<file path="config.mk">
export PLATFORM = sky130hd
export DESIGN_NAME = imm_dp_exec
export DESIGN_NICKNAME = d
export VERILOG_FILES = /design/src/rtl/imm_dp_pkg.sv /design/src/rtl/imm_dp_decode.sv /design/src/rtl/imm_dp_logic.sv /design/src/rtl/imm_dp_arith.sv /design/src/rtl/imm_dp_exec.sv
export SDC_FILE = /design/constraint.sdc
export NUM_CORES = 1
export LEC_CHECK = 0
export BUFFER_PORTS_ARGS = -buffer_cell sky130_fd_sc_hd__buf_2
export CORE_MARGIN = 2
export CORE_UTILIZATION = 45
export DETAILED_ROUTE_END_ITERATION = 10
export PLACE_DENSITY = 0.66
export SLEW_MARGIN = 20
export SYNTH_ARGS = -nofsm -noshare
export SYNTH_HDL_FRONTEND = slang
export SYNTH_SLANG_ARGS = --single-unit
</file>
<file path="constraint.sdc">
create_clock -name clk -period 11.62 [get_ports clk]
set_input_delay 1.162 -clock clk [delete_from_list [all_inputs] [get_ports clk]]
set_output_delay 1.162 -clock clk [all_outputs]
set_load 0.005 [all_outputs]
</file>
<file path="src/rtl/imm_dp_pkg.sv">
package imm_dp_pkg;

    localparam int OPC_W = 4;

    localparam logic [OPC_W-1:0] OPC_AND = 4'h0;
    localparam logic [OPC_W-1:0] OPC_BIC = 4'h1;
    localparam logic [OPC_W-1:0] OPC_ORR = 4'h2;
    localparam logic [OPC_W-1:0] OPC_ORN = 4'h3;
    localparam logic [OPC_W-1:0] OPC_EOR = 4'h4;
    localparam logic [OPC_W-1:0] OPC_ADD = 4'h8;
    localparam logic [OPC_W-1:0] OPC_ADC = 4'hA;
    localparam logic [OPC_W-1:0] OPC_SBC = 4'hB;
    localparam logic [OPC_W-1:0] OPC_SUB = 4'hD;
    localparam logic [OPC_W-1:0] OPC_RSB = 4'hE;

    typedef enum logic [2:0] {
        LOP_AND,
        LOP_ANDN,
        LOP_OR,
        LOP_ORN,
        LOP_XOR
    } lop_e;

    typedef enum logic [1:0] {
        CIN_ZERO,
        CIN_ONE,
        CIN_FLAG
    } cin_e;

    typedef struct packed {
        logic is_arith;
        lop_e lop;
        logic swap;
        logic inv_b;
        cin_e cin;
        logic zero_a;
        logic reg_we;
        logic flag_we;
        logic illegal;
    } dec_t;

endpackage

</file>
<file path="src/rtl/imm_dp_decode.sv">
module imm_dp_decode
    import imm_dp_pkg::*;
#(
    parameter int IDX_W = 4
) (
    input  logic [OPC_W-1:0] op_code,
    input  logic             set_flags,
    input  logic [IDX_W-1:0] dst_idx,
    input  logic [IDX_W-1:0] src_idx,
    output dec_t             dec
);

    localparam logic [IDX_W-1:0] SPECIAL_IDX = {IDX_W{1'b1}};

    logic dst_special;
    logic src_special;
    logic flag_only;

    assign dst_special = (dst_idx == SPECIAL_IDX);
    assign src_special = (src_idx == SPECIAL_IDX);
    assign flag_only   = dst_special && set_flags;

    always_comb begin
        dec          = '0;
        dec.lop      = LOP_AND;
        dec.cin      = CIN_ZERO;
        dec.reg_we   = 1'b1;
        dec.flag_we  = set_flags;
        unique case (op_code)
            OPC_AND: begin
                dec.lop    = LOP_AND;
                dec.reg_we = !flag_only;
            end
            OPC_BIC: dec.lop = LOP_ANDN;
            OPC_ORR: begin
                dec.lop    = LOP_OR;
                dec.zero_a = src_special;
            end
            OPC_ORN: begin
                dec.lop    = LOP_ORN;
                dec.zero_a = src_special;
            end
            OPC_EOR: begin
                dec.lop    = LOP_XOR;
                dec.reg_we = !flag_only;
            end
            OPC_ADD: begin
                dec.is_arith = 1'b1;
                dec.cin      = CIN_ZERO;
                dec.reg_we   = !flag_only;
            end
            OPC_ADC: begin
                dec.is_arith = 1'b1;
                dec.cin      = CIN_FLAG;
            end
            OPC_SBC: begin
                dec.is_arith = 1'b1;
                dec.inv_b    = 1'b1;
                dec.cin      = CIN_FLAG;
            end
            OPC_SUB: begin
                dec.is_arith = 1'b1;
                dec.inv_b    = 1'b1;
                dec.cin      = CIN_ONE;
                dec.reg_we   = !flag_only;
            end
            OPC_RSB: begin
                dec.is_arith = 1'b1;
                dec.swap     = 1'b1;
                dec.inv_b    = 1'b1;
                dec.cin      = CIN_ONE;
            end
            default: begin
                dec.illegal = 1'b1;
                dec.reg_we  = 1'b0;
                dec.flag_we = 1'b0;
            end
        endcase
    end

endmodule

</file>
<file path="src/rtl/imm_dp_logic.sv">
module imm_dp_logic
    import imm_dp_pkg::*;
#(
    parameter int DATA_W = 32
) (
    input  lop_e              lop,
    input  logic [DATA_W-1:0] opa,
    input  logic [DATA_W-1:0] opb,
    output logic [DATA_W-1:0] y
);

    always_comb begin
        unique case (lop)
            LOP_AND:  y = opa & opb;
            LOP_ANDN: y = opa & ~opb;
            LOP_OR:   y = opa | opb;
            LOP_ORN:  y = opa | ~opb;
            LOP_XOR:  y = opa ^ opb;
            default:  y = '0;
        endcase
    end

endmodule

</file>
<file path="src/rtl/imm_dp_arith.sv">
module imm_dp_arith
    import imm_dp_pkg::*;
#(
    parameter int DATA_W = 32
) (
    input  logic [DATA_W-1:0] opa,
    input  logic [DATA_W-1:0] opb,
    input  logic              swap,
    input  logic              inv_b,
    input  cin_e              cin_sel,
    input  logic              carry_flag,
    output logic [DATA_W-1:0] sum,
    output logic              cout,
    output logic              ovf
);

    localparam int MSB = DATA_W - 1;

    logic [DATA_W-1:0] x;
    logic [DATA_W-1:0] y_raw;
    logic [DATA_W-1:0] y;
    logic              cin_bit;
    logic [DATA_W:0]   wide;

    assign x     = swap ? opb : opa;
    assign y_raw = swap ? opa : opb;
    assign y     = inv_b ? ~y_raw : y_raw;

    always_comb begin
        unique case (cin_sel)
            CIN_ZERO: cin_bit = 1'b0;
            CIN_ONE:  cin_bit = 1'b1;
            CIN_FLAG: cin_bit = carry_flag;
            default:  cin_bit = 1'b0;
        endcase
    end

    assign wide = {1'b0, x} + {1'b0, y} + {{DATA_W{1'b0}}, cin_bit};
    assign sum  = wide[MSB:0];
    assign cout = wide[DATA_W];
    assign ovf  = (x[MSB] == y[MSB]) && (sum[MSB] != x[MSB]);

endmodule

</file>
<file path="src/rtl/imm_dp_exec.sv">
module imm_dp_exec
    import imm_dp_pkg::*;
#(
    parameter int DATA_W = 32,
    parameter int IDX_W  = 4
) (
    input  logic              clk,
    input  logic              rst,
    input  logic [3:0]        op_code,
    input  logic              set_flags,
    input  logic [IDX_W-1:0]  dst_idx,
    input  logic [IDX_W-1:0]  src_idx,
    input  logic [DATA_W-1:0] src_val,
    input  logic [DATA_W-1:0] imm_val,
    input  logic              carry_in,
    input  logic              ovf_in,
    input  logic              imm_carry,
    output logic [DATA_W-1:0] res_q,
    output logic              reg_we_q,
    output logic [IDX_W-1:0]  reg_dst_q,
    output logic              flag_n_q,
    output logic              flag_z_q,
    output logic              flag_c_q,
    output logic              flag_v_q,
    output logic              flag_we_q,
    output logic              illegal_q
);

    localparam int MSB = DATA_W - 1;

    dec_t              dec;
    logic [DATA_W-1:0] opa;
    logic [DATA_W-1:0] log_y;
    logic [DATA_W-1:0] ar_sum;
    logic              ar_cout;
    logic              ar_ovf;

    logic [DATA_W-1:0] res_d;
    logic              n_d, z_d, c_d, v_d;

    imm_dp_decode #(.IDX_W(IDX_W)) u_dec (
        .op_code   (op_code),
        .set_flags (set_flags),
        .dst_idx   (dst_idx),
        .src_idx   (src_idx),
        .dec       (dec)
    );

    assign opa = dec.zero_a ? '0 : src_val;

    imm_dp_logic #(.DATA_W(DATA_W)) u_log (
        .lop (dec.lop),
        .opa (opa),
        .opb (imm_val),
        .y   (log_y)
    );

    imm_dp_arith #(.DATA_W(DATA_W)) u_ar (
        .opa        (opa),
        .opb        (imm_val),
        .swap       (dec.swap),
        .inv_b      (dec.inv_b),
        .cin_sel    (dec.cin),
        .carry_flag (carry_in),
        .sum        (ar_sum),
        .cout       (ar_cout),
        .ovf        (ar_ovf)
    );

    always_comb begin
        if (dec.illegal) begin
            res_d = '0;
            n_d   = 1'b0;
            z_d   = 1'b0;
            c_d   = 1'b0;
            v_d   = 1'b0;
        end else begin
            res_d = dec.is_arith ? ar_sum : log_y;
            n_d   = res_d[MSB];
            z_d   = (res_d == '0);
            c_d   = dec.is_arith ? ar_cout : imm_carry;
            v_d   = dec.is_arith ? ar_ovf  : ovf_in;
        end
    end

    always_ff @(posedge clk) begin
        if (rst) begin
            res_q     <= '0;
            reg_we_q  <= 1'b0;
            reg_dst_q <= '0;
            flag_n_q  <= 1'b0;
            flag_z_q  <= 1'b0;
            flag_c_q  <= 1'b0;
            flag_v_q  <= 1'b0;
            flag_we_q <= 1'b0;
            illegal_q <= 1'b0;
        end else begin
            res_q     <= res_d;
            reg_we_q  <= dec.reg_we;
            reg_dst_q <= dec.illegal ? '0 : dst_idx;
            flag_n_q  <= n_d;
            flag_z_q  <= z_d;
            flag_c_q  <= c_d;
            flag_v_q  <= v_d;
            flag_we_q <= dec.flag_we;
            illegal_q <= dec.illegal;
        end
    end

endmodule

</file>
==> results of run 1 <==
[metal layers]
| metal | up-vias | wire length, um | track usage |
|---|---|---|---|
| met2 | 551 | 10800 | 0.441 |
| li1 | 3987 | - | - |
| met3 | 57 | 2980 | 0.0442 |
| met4 | 0 | 695 | 0.0848 |
| met1 | 3860 | 11500 | 0.457 |
| met5 | - | 0 | 0 |
[cell usage after synthesis (4+ instances only)]
master,instances
nor3b_1,4
buf_1,12
a221oi_1,17
dfxtp_1,42
inv_1,15
clkbuf_1,75
a31oi_1,13
nor2_1,77
o31ai_1,7
o2111ai_1,7
nand3_1,18
a211oi_1,11
nand2_1,139
xnor2_1,58
xor2_1,46
nand2b_1,8
buf_2,21
o21ai_0,153
and3_1,10
a22oi_1,15
nor2b_1,10
o21a_1,9
ha_1,33
a21o_1,36
o21ai_1,6
a21oi_1,82
or3_1,5
o221ai_1,12
o21bai_1,4
a211o_1,6
o22ai_1,12
and2_1,9
nand4_1,13
nor3_1,16
or2_2,6
o211ai_1,13
[cells by family (layout without fill, tap and decap cells)]
| family | Yosys count | in the layout | synth area share |
|---|---|---|---|
| AOI/OAI and AO/OA | 436 | 436 | 0.392 |
| muxes | 6 | 6 | 0.00899 |
| DFF | 42 | 42 | 0.118 |
| and+or+nand+nor | 331 | 331 | 0.216 |
| adders and majority gates | 35 | 35 | 0.0638 |
| xor gates and xnor gates | 104 | 104 | 0.128 |
| buffers and inverters | 128 | 162 | 0.0732 |
[power groups by stage]
stage	clock [mW]	sequential (mW)	combinational, mW
after floorplan	0	0.166	0.325
after global placement	0	0.163	0.446
after detailed placement	0	0.164	0.448
after CTS	0.138	0.160	0.451
after global routing	0.145	0.162	0.510
final	0.135	0.160	0.465
[final timing paths]
kind,start,to,slack (ns)
worst max-delay path,op_code[3],flag_z_q,4.57
worst min-delay path,rst,reg_we_q,1.10
[registers in the layout, indices dropped and copies added (netlist names)]
| signal | flops |
|---|---|
| flag_we_q | 1 |
| res_q | 32 |
| reg_dst_q | 4 |
| illegal_q | 1 |
| flag_v_q | 1 |
| flag_z_q | 1 |
| reg_we_q | 1 |
| flag_c_q | 1 |
[area by class of cell]
| cell class | instances | area [um2] | area share |
|---|---|---|---|
| Multi-Input combinational cell | 912 | 5760 | 0.739 |
| Sequential cell | 42 | 841 | 0.108 |
| Timing Repair Buffer | 137 | 718 | 0.0921 |
| Tap cell | 211 | 264 | 0.0338 |
| Clock buffer | 6 | 139 | 0.0178 |
| Inverter | 17 | 63.8 | 0.00818 |
| Clock inverter | 2 | 12.5 | 0.00160 |
==> results by group, run 1 <==
Cells and area
  – P&R area growth vs syn: 9.91%
  – Fin nets: 1232
  – Commonest non-fill, non-tap cell in the layout: o21ai_0
  – Non-filler cells, final: 1327
  – Layout Utilization: 0.509
  – Layout cells sized above 1: 0.152
  – Cell area after layout: 7800 um2
  – Commonest non-fill, non-tap cells in the layout: o21ai_0, nand2_1, buf_2, a21oi_1, nor2_1
  – ANT cells: 0
  – Fill count: 1617

Power
  – Pwr Total: 0.760 mW
  – Sw frac: 0.447
  – Sequential fraction of design power: 0.211
  – Sw Pwr: 0.340 mW
  – Leak pwr: 3.40 nW
  – Peak VDD IR: 69.4 uV
  – Pint: 0.420 mW
  – Clk pwr share: 0.178
  – P per Cell Area: 97.4 nW/um2
  – Logic pwr share: 0.612

Yosys
  – Main synth FF type: dfxtp_1
  – Area of the mapped netlist: 7100 um2
  – Ranking of synthesized cells by area: dfxtp_1, o21ai_0, nand2_1, xnor2_1, ha_1
  – Post-synth EDFFs: 0
  – Post-synth top area share: 0.118
  – Synthesized area per cell: 6.56 um2
  – Share of the yosys chip area belonging to registers: 0.118
  – YS warnings: 0
  – Synthesized flop and latch total: 42
  – Async set or reset register ratio after synthesis: 0
  – Synthesized netlist cell count: 1082
  – Count of cell types in the netlist: 76
  – Mapped Nets: 1199
  – Area leader, netlist: dfxtp_1

Die
  – Initial Util: 0.463
  – Die H: 130 um
  – DIE AREA: 16800 um2
  – Core Region: 15300 um2
  – Rows: 45
  – Boundary pin count: 125
  – Die Span X: 130 um

Setup path
  – Crit-path max FO: 52
  – CP required: 11.82 ns
  – Critical Path Stages: 19
  – Crit-path cells: buf_2, buf_4, clkinv_1, nor2_2, a21oi_4, buf_4, xnor2_1, fa_1, fa_1, a21o_1, a221o_1, a2111oi_4, o21ai_2, nor3b_1, o31ai_2, nand4_1, and4bb_1, nand4_1, nor4_2
  – CP peak stage delay: 0.77 ns
  – Setup CP Type: in2reg
  – WP buf/inv: 4
  – Crit-path slowest cell: nor2_2
  – Startpoint class of the critical path: input port
  – CP Data Arrival Time: 7.25 ns
  – Crit end category: register
  – Largest delay share family, worst path: simple AND/OR/NAND/NOR gates

STA
  – Min Hold Slack: 1.10 ns
  – Worst-Margin Slew: 1.02 ns
  – Post-route setup slack: 4.57 ns
  – Slew Viols, Final: 0
  – Fin. Hold Viols: 0
  – Setup Total Neg Slack: 0 ns
  – Unrepaired setup endpoints after global routing: false
  – Fmax: 142 MHz
  – Worst rel slew slack: 0.318
  – Min cycle time layout: 7.05 ns
  – Tcrit/Tclk final: 0.607
  – Final Setup Violations: 0

Hold path
  – Worst hold path type: in2reg
  – Hold path depth: 2

Clock network
  – Post-CTS Resized: 0
  – Worst-path clk slew: 0.06 ns
  – H-tree levels: 2
  – Post-CTS setup buffer count: 0
  – Total CTS buffers: 5
  – CTS Sinks: 42
  – CTS tree: done
  – Cts hold-fix bufs: 0
  – Clk root buf: clkbuf_16
  – Worst-case clock buffer depth: 2

Routing
  – DRT iter0 DRCs: 1429
  – Routed Antenna Nets: 0
  – Avg WL per Cell: 19.6 um
  – Total number of vias: 8455
  – First drt pass iteration count: 8
  – Final wirelength: 26.0 mm
  – Vias per std cell: 6.37
  – Remaining DRCs: 0

Placement
  – Routability Congestion: 1.00
  – # port buffers: 124
  – Cells after DPL: 1319
  – DP Area: 7650 um2
  – Dpl ws: 4.16 ns
  – HPWL after DPL: 19.0 mm

Global route
  – Vias in the first global route: 7159
  – First-pass GRT wire length: 40.4 mm
  – Initial antenna violation count: 0
  – Total GRT Usage: 0.302
  – GR Overflow Total: 0
  – Largest net degree at the start of global routing: 75

Outcome
  – Status: finished clean

Flow run
  – Max cap viols: 0
(Power assumes the default switching activity.)
==> run 2: changes to the inputs <==
==> constraint.sdc (replaced) <==
create_clock -name clk -period 6.9 [get_ports clk]
set_input_delay 0.69 -clock clk [delete_from_list [all_inputs] [get_ports clk]]
set_output_delay 0.69 -clock clk [all_outputs]
set_load 0.005 [all_outputs]
==> run 2 against run 1 <==
  * Core utilization is 0.34 points higher
  * Worst hold slack worse by 0.48 ns
  * Flip-flop and latch count stayed put
  * Sequential share of layout area is 0.072 points lower
  * Via count hardly changed
  * Die area stayed put
  * Combinational power is 71% higher
  * Sequential power is 69% higher
  * Count of clock-buffer cells in the layout stayed put
  * Highest routed layer unchanged
  * Clock power is 93% higher
  * Total power is 74% higher
==> results by group, run 2 (synthesis gave the netlist of run 1 again) <==
Outcome
  – Status: finished clean

Clock network
  – Cts hold-fix bufs: 0 (unchanged)
  – H-tree levels: 2 (unchanged)
  – CTS tree: done
  – Worst-path clk slew: 0.06 ns (about the same)
  – Post-CTS setup buffer count: 0 (unchanged)
  – Post-CTS Resized: 0 (unchanged)
  – CTS Sinks: 42 (unchanged)
  – Clk root buf: clkbuf_16
  – Total CTS buffers: 5 (unchanged)
  – Worst-case clock buffer depth: 2 (unchanged)

Placement
  – Dpl ws: 1.15 ns (-3.01 ns)
  – HPWL after DPL: 19.8 mm (+4.4%)
  – Routability Congestion: 0.963 (-3.9%)
  – # port buffers: 124 (unchanged)

Cells and area
  – Commonest non-fill, non-tap cells in the layout: o21ai_0, nand2_1, buf_2, a21oi_1, nor2_1
  – Largest register FFs: 32 (unchanged)
  – Fin nets: 1237 (+0.41%)
  – Largest Register: res_q
  – Fill count: 1579 (-2.4%)
  – ANT cells: 0 (unchanged)
  – P&R area growth vs syn: 10.6%
  – Commonest non-fill, non-tap cell in the layout: o21ai_0
  – Layout cells sized above 1: 0.155 (+0.00289)
  – Regs by FF count: res_q (32), reg_dst_q (4)

Global route
  – First-pass GRT wire length: 41.9 mm (+3.7%)
  – Largest net degree at the start of global routing: 61 (-19%)
  – Total GRT Usage: 0.316 (+0.0138)
  – GR Overflow Total: 0 (unchanged)
  – Vias in the first global route: 7463 (+4.2%)
  – Initial antenna violation count: 0 (unchanged)

STA
  – Fin. Hold Viols: 0 (unchanged)
  – Worst-Margin Slew: 1.06 ns (+0.0354 ns)
  – Fmax: 181 MHz
  – Min cycle time layout: 5.53 ns
  – Slew Viols, Final: 0 (unchanged)
  – Tcrit/Tclk final: 0.801
  – Final Setup Violations: 0 (unchanged)
  – Post-route setup slack: 1.37 ns (-3.20 ns)
  – Worst rel slew slack: 0.292 (-0.0257)
  – Unrepaired setup endpoints after global routing: false
  – Setup Total Neg Slack: 0 ns (unchanged)

Setup path
  – CP Data Arrival Time: 5.73 ns (-1.52 ns)
  – Critical Path Stages: 18 (-1)
  – Setup CP Type: in2reg
  – CP peak stage delay: 0.58 ns (-0.19 ns)
  – Crit-path max FO: 27 (-48%)
  – Crit end category: register
  – WP buf/inv: 1 (-3)
  – Largest delay share family, worst path: compound AO/OA/AOI/OAI gates
  – Startpoint class of the critical path: input port
  – Crit path to: flag_z_q
  – Crit-path cells: buf_2, or3b_1, or2_2, nand2_1, o21ai_0, xnor2_1, fa_1, fa_1, a21o_1, a221o_1, a21o_1, a211oi_1, o21ai_0, a31oi_1, xnor2_1, o21ai_0, o2111ai_1, nor4_2
  – Critical path origin: op_code[1]
  – Crit-path slowest cell: or2_2
  – Most used cell along the critical path: o21ai_0
  – CP required: 7.10 ns (-4.72 ns)

Power
  – Leak pwr: 3.43 nW (+0.83%)
  – P per Cell Area: 169 nW/um2 (+73%)
  – Peak VDD IR: 114 uV (+64%)

Routing
  – DRT iter0 DRCs: 1279 (-10%)
  – Routed Antenna Nets: 0 (unchanged)
  – Avg WL per Cell: 20.3 um (+3.5%)
  – Remaining DRCs: 0 (unchanged)
  – Vias per std cell: 6.35 (-0.40%)
  – Total number of vias: 8453 (-0.024%)
  – Final wirelength: 27.0 mm (+3.9%)
  – First drt pass iteration count: 6 (-2)

Hold path
  – Worst hold path type: in2reg

Die
  – Rows: 45 (unchanged)
  – Die H: 130 um (unchanged)
  – Die Span X: 130 um (unchanged)
  – Boundary pin count: 125 (unchanged)
  – DIE AREA: 16800 um2 (unchanged)
  – Core Region: 15300 um2 (unchanged)
  – Initial Util: 0.463 (unchanged)

Flow run
  – Max cap viols: 0 (unchanged)
==> run 2: how the worst min path moves through the flow <==
stage / start / endpoint / slack [ns] / cells past startpoint
after floorplan: rst / illegal_q / 0.76 / 1
after global placement: dst_idx[3] / reg_dst_q[3] / 0.91 / 2
after detailed placement: dst_idx[1] / reg_dst_q[1] / 0.91 / 2
after CTS: dst_idx[1] / reg_dst_q[1] / 0.62 / 2
after global routing: dst_idx[1] / reg_dst_q[1] / 0.63 / 2
final: dst_idx[1] / reg_dst_q[1] / 0.62 / 2
==> run 2: layer usage <==
metal	track usage	wire length, um
met5	0	0
met4	0.113	768
met3	0.0570	3020
met2	0.452	11000
met1	0.470	12200
==> run 2: report_power, final <==
group | leakage (nW) | total [mW] | internal [mW] | switching [mW]
Combinational | 3.01 | 0.793 | 0.301 | 0.492
Clock | 0.0771 | 0.260 | 0.171 | 0.0897
Sequential | 0.346 | 0.270 | 0.265 | 0.00456
Total | 3.43 | 1.32 | 0.737 | 0.586
==> run 2: cell type report <==
cell class | instances | area (um2) | area share
inverter | 17 | 63.8 | 0.00813
tap | 211 | 264 | 0.0336
multi-input combinational | 912 | 5760 | 0.734
clock inverter | 2 | 37.5 | 0.00478
timing repair buffer | 142 | 756 | 0.0962
sequential | 42 | 841 | 0.107
clock buffer | 6 | 129 | 0.0164
==> run 2: through the flow <==
step | std cells | hold WS [ns] | area (um2) | power, mW | util
after floorplan | 1082 | 0.762 | 7100 | 0.827 | -
after global placement | 1324 | 0.907 | 7690 | 1.04 | 0.502
after detailed placement | 1324 | 0.908 | 7690 | 1.04 | 0.502
after CTS | 1332 | 0.624 | 7850 | 1.30 | 0.513
after global routing | 1332 | 0.630 | 7850 | 1.42 | 0.513
final | 1332 | 0.623 | 7850 | 1.32 | 0.513
==> run 3: changes to the inputs <==
--- a/config.mk
+++ b/config.mk
@@ -9,7 +9,7 @@
 export CORE_MARGIN = 2
 export CORE_UTILIZATION = 45
 export DETAILED_ROUTE_END_ITERATION = 10
-export PLACE_DENSITY = 0.66
+export PLACE_DENSITY = 0.69
 export SLEW_MARGIN = 20
 export SYNTH_ARGS = -nofsm -noshare
 export SYNTH_HDL_FRONTEND = slang
==> constraint.sdc (replaced) <==
create_clock -name clk -period 4.8 [get_ports clk]
set_input_delay 0.48 -clock clk [delete_from_list [all_inputs] [get_ports clk]]
set_output_delay 0.48 -clock clk [all_outputs]
set_load 0.005 [all_outputs]
==> run 3 against run 2 <==
  * Cell count rose by 4.1%
  * Critical path depth rose by 1
  * Count of clock-buffer cells in the layout decreased by 1
  * Core utilization is 2.8 points higher
  * Largest power group unchanged
  * Highest routed layer unchanged
==> results by group, run 3 (synthesis gave the netlist of run 1 again) <==
Outcome
  – Status: finished clean

Clock network
  – CTS Sinks: 42 (unchanged)
  – Worst-path clk slew: 0.06 ns (about the same)
  – Clk root buf: clkbuf_16
  – Worst-case clock buffer depth: 2 (unchanged)
  – Total CTS buffers: 5 (unchanged)
  – CTS tree: done
  – H-tree levels: 2 (unchanged)

Routing
  – Remaining DRCs: 0 (unchanged)
  – Total number of vias: 8663 (+2.5%)
  – Final wirelength: 27.3 mm (+1.1%)
  – Avg WL per Cell: 19.7 um (-2.9%)
  – DRT iter0 DRCs: 1242 (-2.9%)
  – Routed Antenna Nets: 0 (unchanged)
  – First drt pass iteration count: 6 (unchanged)
  – Vias per std cell: 6.25 (-1.6%)

STA
  – Slew Viols, Final: 0 (unchanged)
  – Tcrit/Tclk final: 0.958
  – Worst rel slew slack: 0.345 (+0.0531)
  – Worst-Margin Slew: 0.978 ns (-0.0809 ns)
  – Min cycle time layout: 4.60 ns
  – Min Hold Slack: 0.415 ns (-0.208 ns)
  – Fin. Hold Viols: 0 (unchanged)
  – Fmax: 217 MHz
  – Unrepaired setup endpoints after global routing: false
  – Final Setup Violations: 0 (unchanged)

Setup path
  – WP buf/inv: 2 (+1)
  – Crit-path max FO: 6 (-78%)
  – Crit-path cells: buf_2, or3b_1, or2_2, nand2_1, o21ai_0, xnor2_1, fa_2, fa_2, a21o_1, a221o_1, a2111oi_4, buf_4, nor3_2, o31ai_2, and3_1, nand4_1, and4bb_1, nand4_1, nor4_2
  – Startpoint class of the critical path: input port
  – CP required: 4.99 ns (-2.11 ns)
  – CP Data Arrival Time: 4.79 ns (-0.94 ns)
  – Crit end category: register
  – Crit-path slowest cell: a2111oi_4
  – Largest delay share family, worst path: simple AND/OR/NAND/NOR gates
  – CP peak stage delay: 0.45 ns (-0.13 ns)
  – Setup CP Type: in2reg

Cells and area
  – Layout cells sized above 1: 0.202 (+0.0463)
  – ANT cells: 0 (unchanged)
  – Largest register FFs: 32 (unchanged)
  – Regs by FF count: res_q (32), reg_dst_q (4)
  – Commonest non-fill, non-tap cells in the layout: o21ai_0, nand2_1, buf_2, a21oi_1, nor2_1
  – P&R area growth vs syn: 16.8%
  – Commonest non-fill, non-tap cell in the layout: o21ai_0
  – Largest Register: res_q
  – Layout Utilization: 0.541 (+0.0283)
  – Fill count: 1583 (+0.25%)
  – Fin nets: 1292 (+4.4%)

Die
  – Die H: 130 um (unchanged)
  – Core Region: 15300 um2 (unchanged)
  – Rows: 45 (unchanged)
  – DIE AREA: 16800 um2 (unchanged)
  – Initial Util: 0.463 (unchanged)
  – Boundary pin count: 125 (unchanged)
  – Die Span X: 130 um (unchanged)

Global route
  – Vias in the first global route: 7564 (+1.4%)
  – Total GRT Usage: 0.320 (+0.00357)
  – First-pass GRT wire length: 42.3 mm (+1.0%)
  – Largest net degree at the start of global routing: 52 (-15%)
  – GR Overflow Total: 0 (unchanged)
  – Initial antenna violation count: 0 (unchanged)

Power
  – Leak pwr: 3.69 nW (+7.7%)
  – Sequential fraction of design power: 0.198 (-0.006)
  – Sw frac: 0.446 (+0.00275)
  – Logic pwr share: 0.638 (+0.039)
  – Peak VDD IR: 209 uV (+84%)
  – P per Cell Area: 237 nW/um2 (+41%)
  – Clk pwr share: 0.164 (-0.033)
  – Sw Pwr: 0.875 mW (+49%)
  – Pint: 1.09 mW (+48%)

Placement
  – Routability Congestion: 1.01 (+4.5%)
  – # port buffers: 124 (unchanged)
  – HPWL after DPL: 20.2 mm (+1.8%)

Flow run
  – Max cap viols: 0 (unchanged)

Hold path
  – Worst hold path type: in2reg
-- run 3: area by class of cell --
cell class | count | area, um2 | area share
multi-input cells | 912 | 5790 | 0.699
inverters | 17 | 63.8 | 0.00770
clock inverters | 3 | 21.3 | 0.00257
well taps | 211 | 264 | 0.0319
flip-flops and latches | 42 | 841 | 0.101
clock buffers | 5 | 125 | 0.0151
repair buffers | 197 | 1180 | 0.143
-- run 3: repair_timing --
| action | CTS | global route |
|---|---|---|
| endpoints found under the setup margin | 0 | 1 |
| hold buffers | 0 | 0 |
| gates resized for setup | 0 | 3 |
| endpoints found under the hold margin | 0 | 0 |
| setup buffers | 0 | 3 |
-- run 3: layer usage --
layer,GRT usage,up-vias,share of wire
met2,0.454,555,0.40
li1,-,4109,-
met5,0,-,0
met4,0.0993,0,0.026
met3,0.0400,59,0.12
met1,0.494,3940,0.45
-- run 3: worst paths after layout --
kind / from / endpoint / slack [ns] / cells past startpoint
max: op_code[1] / flag_z_q / 0.20 / 19
min: dst_idx[3] / reg_dst_q[3] / 0.42 / 2
-- run 3: power by group through the flow --
| stage | Combinational, mW | Clock [mW] | Sequential (mW) |
|---|---|---|---|
| 3_5_place_dp | 1.20 | 0 | 0.397 |
| 2_1_floorplan | 0.800 | 0 | 0.402 |
| 5_1_grt | 1.36 | 0.348 | 0.392 |
| 3_3_place_gp | 1.20 | 0 | 0.396 |
| 4_1_cts | 1.20 | 0.331 | 0.389 |
| 6_report | 1.25 | 0.321 | 0.389 |
-- run 3: metrics by stage --
| step | instances | cell area, um2 | setup WS [ns] | TNS (ns) | power [mW] |
|---|---|---|---|---|---|
| floorplan | 1082 | 7190 | 0.0211 | 0 | 1.20 |
| global placement | 1376 | 8110 | 0.0398 | 0 | 1.59 |
| detailed placement | 1376 | 8110 | -0.0764 | -0.0764 | 1.59 |
| CTS | 1384 | 8260 | 0.200 | 0 | 1.92 |
| global route | 1387 | 8290 | 0.00153 | 0 | 2.10 |
| finish | 1387 | 8290 | 0.201 | 0 | 1.96 |
